### src/rtl/lcd_seq_pkg.sv
package lcd_seq_pkg;
    localparam int FRAME_W = 8;
    localparam int NIB_W   = FRAME_W / 2;
    localparam int RS_POS  = 0;
    localparam int EN_POS  = 2;

    typedef enum logic [1:0] {
        ST_IDLE,
        ST_OFFER,
        ST_WAIT,
        ST_SETTLE
    } seq_state_e;

    typedef enum logic [1:0] {
        PH_SETUP,
        PH_STROBE,
        PH_RELEASE
    } nib_phase_e;
endpackage

### src/rtl/lcd_frame_pack.sv
module lcd_frame_pack
    import lcd_seq_pkg::*;
(
    input  nib_phase_e         phase,
    input  logic [NIB_W-1:0]   nibble,
    input  logic               rs,
    output logic [FRAME_W-1:0] frame
);
    always_comb begin
        frame         = '0;
        frame[RS_POS] = rs;
        frame[EN_POS] = (phase == PH_STROBE);
        if (phase != PH_SETUP) begin
            frame[FRAME_W-1:NIB_W] = nibble;
        end
    end
endmodule

### src/rtl/lcd_settle_timer.sv
module lcd_settle_timer #(
    parameter int W = 8
) (
    input  logic         clk,
    input  logic         rst_n,
    input  logic         load,
    input  logic [W-1:0] load_val,
    output logic         expired
);
    logic [W-1:0] cnt_d, cnt_q;

    always_comb begin
        cnt_d = cnt_q;
        if (load) begin
            cnt_d = load_val;
        end else if (cnt_q != '0) begin
            cnt_d = cnt_q - 1'b1;
        end
    end

    always_ff @(posedge clk or negedge rst_n) begin
        if (!rst_n) cnt_q <= '0;
        else        cnt_q <= cnt_d;
    end

    assign expired = (cnt_q == '0);
endmodule

### src/rtl/lcd_nibble_seq.sv
module lcd_nibble_seq
    import lcd_seq_pkg::*;
#(
    parameter int SETTLE_W = 8
) (
    input  logic                clk,
    input  logic                rst_n,
    input  logic                req_valid,
    output logic                req_ready,
    input  logic [FRAME_W-1:0]  req_byte,
    input  logic                req_is_data,
    input  logic                req_single,
    input  logic [SETTLE_W-1:0] settle_cycles,
    output logic                frm_valid,
    input  logic                frm_ready,
    output logic [FRAME_W-1:0]  frm_data,
    input  logic                wr_done,
    output logic                seq_done
);
    typedef struct packed {
        seq_state_e          state;
        nib_phase_e          phase;
        logic                lo_half;
        logic                single;
        logic                rs;
        logic [FRAME_W-1:0]  byte_v;
        logic [SETTLE_W-1:0] settle;
        logic                done;
    } seq_regs_t;

    seq_regs_t r_d, r_q;
    logic              tmr_load;
    logic              tmr_expired;
    logic              last_frame;
    logic [NIB_W-1:0]  cur_nib;

    assign cur_nib    = r_q.lo_half ? r_q.byte_v[NIB_W-1:0] : r_q.byte_v[FRAME_W-1:NIB_W];
    assign last_frame = (r_q.phase == PH_RELEASE) && (r_q.single || r_q.lo_half);

    always_comb begin
        r_d      = r_q;
        r_d.done = 1'b0;
        tmr_load = 1'b0;
        unique case (r_q.state)
            ST_IDLE: begin
                if (req_valid) begin
                    r_d.state   = ST_OFFER;
                    r_d.phase   = PH_SETUP;
                    r_d.lo_half = 1'b0;
                    r_d.single  = req_single;
                    r_d.rs      = req_is_data;
                    r_d.byte_v  = req_byte;
                    r_d.settle  = settle_cycles;
                end
            end
            ST_OFFER: begin
                if (frm_ready) r_d.state = ST_WAIT;
            end
            ST_WAIT: begin
                if (wr_done) begin
                    r_d.state = ST_SETTLE;
                    tmr_load  = 1'b1;
                end
            end
            ST_SETTLE: begin
                if (tmr_expired) begin
                    if (last_frame) begin
                        r_d.state = ST_IDLE;
                        r_d.done  = 1'b1;
                    end else begin
                        r_d.state = ST_OFFER;
                        if (r_q.phase == PH_RELEASE) begin
                            r_d.phase   = PH_SETUP;
                            r_d.lo_half = 1'b1;
                        end else if (r_q.phase == PH_SETUP) begin
                            r_d.phase = PH_STROBE;
                        end else begin
                            r_d.phase = PH_RELEASE;
                        end
                    end
                end
            end
            default: r_d.state = ST_IDLE;
        endcase
    end

    always_ff @(posedge clk or negedge rst_n) begin
        if (!rst_n) begin
            r_q <= '{state: ST_IDLE, phase: PH_SETUP, default: '0};
        end else begin
            r_q <= r_d;
        end
    end

    lcd_settle_timer #(.W(SETTLE_W)) i_timer (
        .clk      (clk),
        .rst_n    (rst_n),
        .load     (tmr_load),
        .load_val (r_q.settle),
        .expired  (tmr_expired)
    );

    lcd_frame_pack i_pack (
        .phase  (r_q.phase),
        .nibble (cur_nib),
        .rs     (r_q.rs),
        .frame  (frm_data)
    );

    assign req_ready = (r_q.state == ST_IDLE);
    assign frm_valid = (r_q.state == ST_OFFER);
    assign seq_done  = r_q.done;
endmodule

### config.mk
export PLATFORM = sky130hd
export DESIGN_NAME = lcd_nibble_seq
export DESIGN_NICKNAME = d
export VERILOG_FILES = /design/src/rtl/lcd_seq_pkg.sv /design/src/rtl/lcd_frame_pack.sv /design/src/rtl/lcd_settle_timer.sv /design/src/rtl/lcd_nibble_seq.sv
export SDC_FILE = /design/constraint.sdc
export NUM_CORES = 1
export LEC_CHECK = 0
export ABC_CLOCK_PERIOD_IN_PS = 2700
export BUFFER_PORTS_ARGS = -buffer_cell sky130_fd_sc_hd__buf_2
export CORE_MARGIN = 3
export CORE_UTILIZATION = 30
export DETAILED_ROUTE_END_ITERATION = 8
export PLACE_DENSITY_LB_ADDON = 0.1
export SYNTH_ARGS = -nofsm -noshare
export SYNTH_HDL_FRONTEND = slang
export SYNTH_HIERARCHICAL = 1
export SYNTH_SLANG_ARGS = --single-unit
### constraint.sdc
create_clock -name clk -period 2.7 [get_ports clk]
set_input_delay 0.135 -clock clk [delete_from_list [all_inputs] [get_ports clk]]
set_output_delay 0.135 -clock clk [all_outputs]
set_load 0.01 [all_outputs]
==> qor.yml <==
routing:
  avgRoutedWirePerCell_um: 14.12
  dr_wl_met2_um: 1658
  via_per_inst: 4.976
  drcViolationCount: 0
  drt-initial-drc-count: 118
  first_pass_iters: 4
  ant_nets: 0
  wl_met3_um: 252
  wl_met1_um: 1587
  wirelength_um: 3545
  highest_layer: "met4"
  vias: 1249
power:
  p_per_area_nw_per_um2: 1142
  p_clk_frac: 0.218
  p_switching_uw: 785.2
  power_frac_seq: 0.402
  p_int_uw: 1513
  leakagePower_uw: 0.0008965
  p_sw_frac: 0.3417
  p_comb_frac: 0.379
  ir_drop_mv: 0.4051
timing:
  finalSetupViolCount: 0
  finalSetupTns_ns: 0
  fin_hold_ws_ns: 0.08232
  slew_headroom: 0.5122
  min_period_ns: 2.371
  finalClockSkew_ns: 0.006787
  tightest_slew_ns: 0.7318
  fmax_mhz: 421.8
  hold_violations: 0
  drv_slew: 0
  finalCritPeriodShare: 0.8782
  rsz0062_at_grt: "no"
clock_network:
  post_cts_buffers: 0
  clock-sinks: 32
  cts_buffers: 5
  htree_levels: 2
  cts-root-buf: "clkbuf_8"
  cts_tree: "done"
  cts_buffer_depth: 2
  clkSlewWorstSetupHoldPaths_ns: 0.07
  clkLatencyLatePin_ns: 0.28
hold_path:
  worstHoldEndpoint: "r_q[8]"
  hold_depth: 2
  min-delay-start: "settle_cycles[7]"
  hold_class: "in2reg"
synth:
  synth_area_um2: 1678
  ys_seq_area_frac: 0.4773
  avgSynthCellArea_um2: 11.41
  synth.distinct_cells: 45
  ys_ff_latch: 32
  synth-warning-count: 6
  synthCells: 147
finish:
  diodes: 0
  syn2layout_area_growth_pct: 19.91
  final_cell_mix: "32 x dfrtp_1, 31 x buf_2, 22 x mux2_2"
  final_common_cell: "dfrtp_1"
  final_nets: 208
  drive_gt1_frac: 0.3702
  fin_util: 0.3818
outcome:
  status: "finished, final reports clean"
global_routing:
  grt_max_degree: 33
  overflow: 0
  first_global_vias: 1329
  grt_pass1_wl_um: 6120
  grtUsageTotal: 0.1207
  antenna_found_initial: 0
setup_path:
  crit_fanout: 7
  rr_worst_depth: 7
  rrSetupSlack_ns: 0.33
  cp-start-kind: "flop"
  crit_type: "reg2reg"
  reg2reg_to: "r_q[23]"
  arrival_ns: 2.54
  reg2reg_from: "i_timer/cnt_q[0]"
  worstPathRequired_ns: 2.87
  timing.critical_path.to_type: "flop"
placement:
  hpwl_um: 2624
  portBuffers: 31
  gp_congestion: 0.8026
die:
  die_h_um: 80.79
  initial_utilization: 0.3184
  dieArea_um2: 6526
  io_pins: 34
  core_area_um2: 5270
  die_x_um: 80.79
  row_count: 26
run:
  cap_viol_max_count: 0
-- worst max-delay path, cell delays in order, from the launching register on --
cell and delay [ns]:
dfrtp_1 0.42, inv_1 0.09, ha_1 0.23, or3b_1 0.49
nor2_1 0.26, nor2b_4 0.07, a2111oi_4 0.37, mux2_4 0.33
-- cell families after synthesis --
family                   Yosys count  share of synthesized area
AO/OA/AOI/OAI                     28                     0.1313
XOR/XNOR                           1                   0.005221
adder cells (fa/ha/maj)            5                    0.03729
buffers and inverters             15                    0.04921
flip-flops                        32                     0.4773
multiplexers                      23                     0.1566
other                              1                   0.002235
AND/OR/NAND/NOR                   42                     0.1409
-- synthesized netlist by cell type, drive strengths merged --
master        n  area [um2]
o22ai         1       6.260
ha            5       62.56
nor3          4       20.02
nor3b         2       15.01
or3b          1       8.760
nand2         6       25.03
o22a          1       10.01
o31ai         3       22.52
a221oi        1       8.760
inv           7       26.28
nand2b        2       12.51
dfrtp        32       800.8
o31a          1       8.760
buf           5       38.78
o41ai         1       8.760
conb          1       3.750
and2          1       6.260
nor2          8       30.03
xnor2         1       8.760
nor4          2       12.51
a21boi        1       7.510
and2b         1       7.510
a31oi         1       6.260
nor2b         3       26.27
or4           2       15.01
dlygate4sd1   1       8.760
a2111oi       2       36.29
a21oi         3       15.01
clkbuf        2       8.750
nand4         2       12.51
o21ai         5       25.02
o311ai        2       17.52
a2bb2oi       2       17.52
nand3         6       30.03
o21a          4       30.03
nand4b        1       8.760
mux2         23       262.8
or3           1       6.260
-- layout make-up --
cell class	count	area, um2
Fill cell	548	3258
Sequential cell	32	800.8
Multi-Input combinational cell	101	798.3
Timing Repair Buffer	33	172.7
Clock buffer	7	96.34
Tap cell	70	87.58
Clock inverter	1	30.03
Inverter	7	26.28
-- repair_timing --
action                    4_1_cts  5_1_grt
hold endpoints to repair       32        0
hold buffers                    1        0
gates resized for setup         0        0
-- metrics by stage --
step                instances  area [um2]  worst slack, ns  total power [uW]
finish                    251        2012           0.3289              2298
global route              251        2012           0.1613              2487
CTS                       251        2012           0.3227              2327
detailed placement        242        1876           0.3412              1815
global placement          242        1876           0.4213              1775
floorplan                 148        1682           0.3334              1599
-- worst max path at each step --
| stage | to | slack (ns) | start |
|---|---|---|---|
| 2_1_floorplan | r_q[23] | 0.33 | i_timer/cnt_q[0] |
| 3_3_place_gp | r_q[23] | 0.42 | i_timer/cnt_q[0] |
| 3_5_place_dp | r_q[23] | 0.34 | i_timer/cnt_q[0] |
| 4_1_cts | r_q[23] | 0.32 | i_timer/cnt_q[0] |
| 5_1_grt | r_q[23] | 0.16 | i_timer/cnt_q[0] |
| 6_report | r_q[23] | 0.33 | i_timer/cnt_q[0] |
-- power groups by stage --
stage | Combinational (uW) | Clock [uW] | Sequential [uW]
after floorplan | 736 | 0 | 862
after global placement | 859 | 0 | 917
after detailed placement | 879 | 0 | 936
after CTS | 886 | 515 | 926
after global routing | 983 | 539 | 966
final | 871 | 502 | 925
-- per-layer routing --
| layer | global-route usage | vias up |
|---|---|---|
| li1 | - | 598 |
| met4 | 0.04223 | 0 |
| met3 | 0.03991 | 5 |
| met2 | 0.1912 | 43 |
| met5 | 0 | - |
| met1 | 0.1546 | 603 |
-- state kept, by name, indices dropped and copies added (netlist names) --
register and cells:
i_timer/cnt_q 8, seq_done 1, r_q 23
No activity file was read; power rests on OpenSTA's default activity.
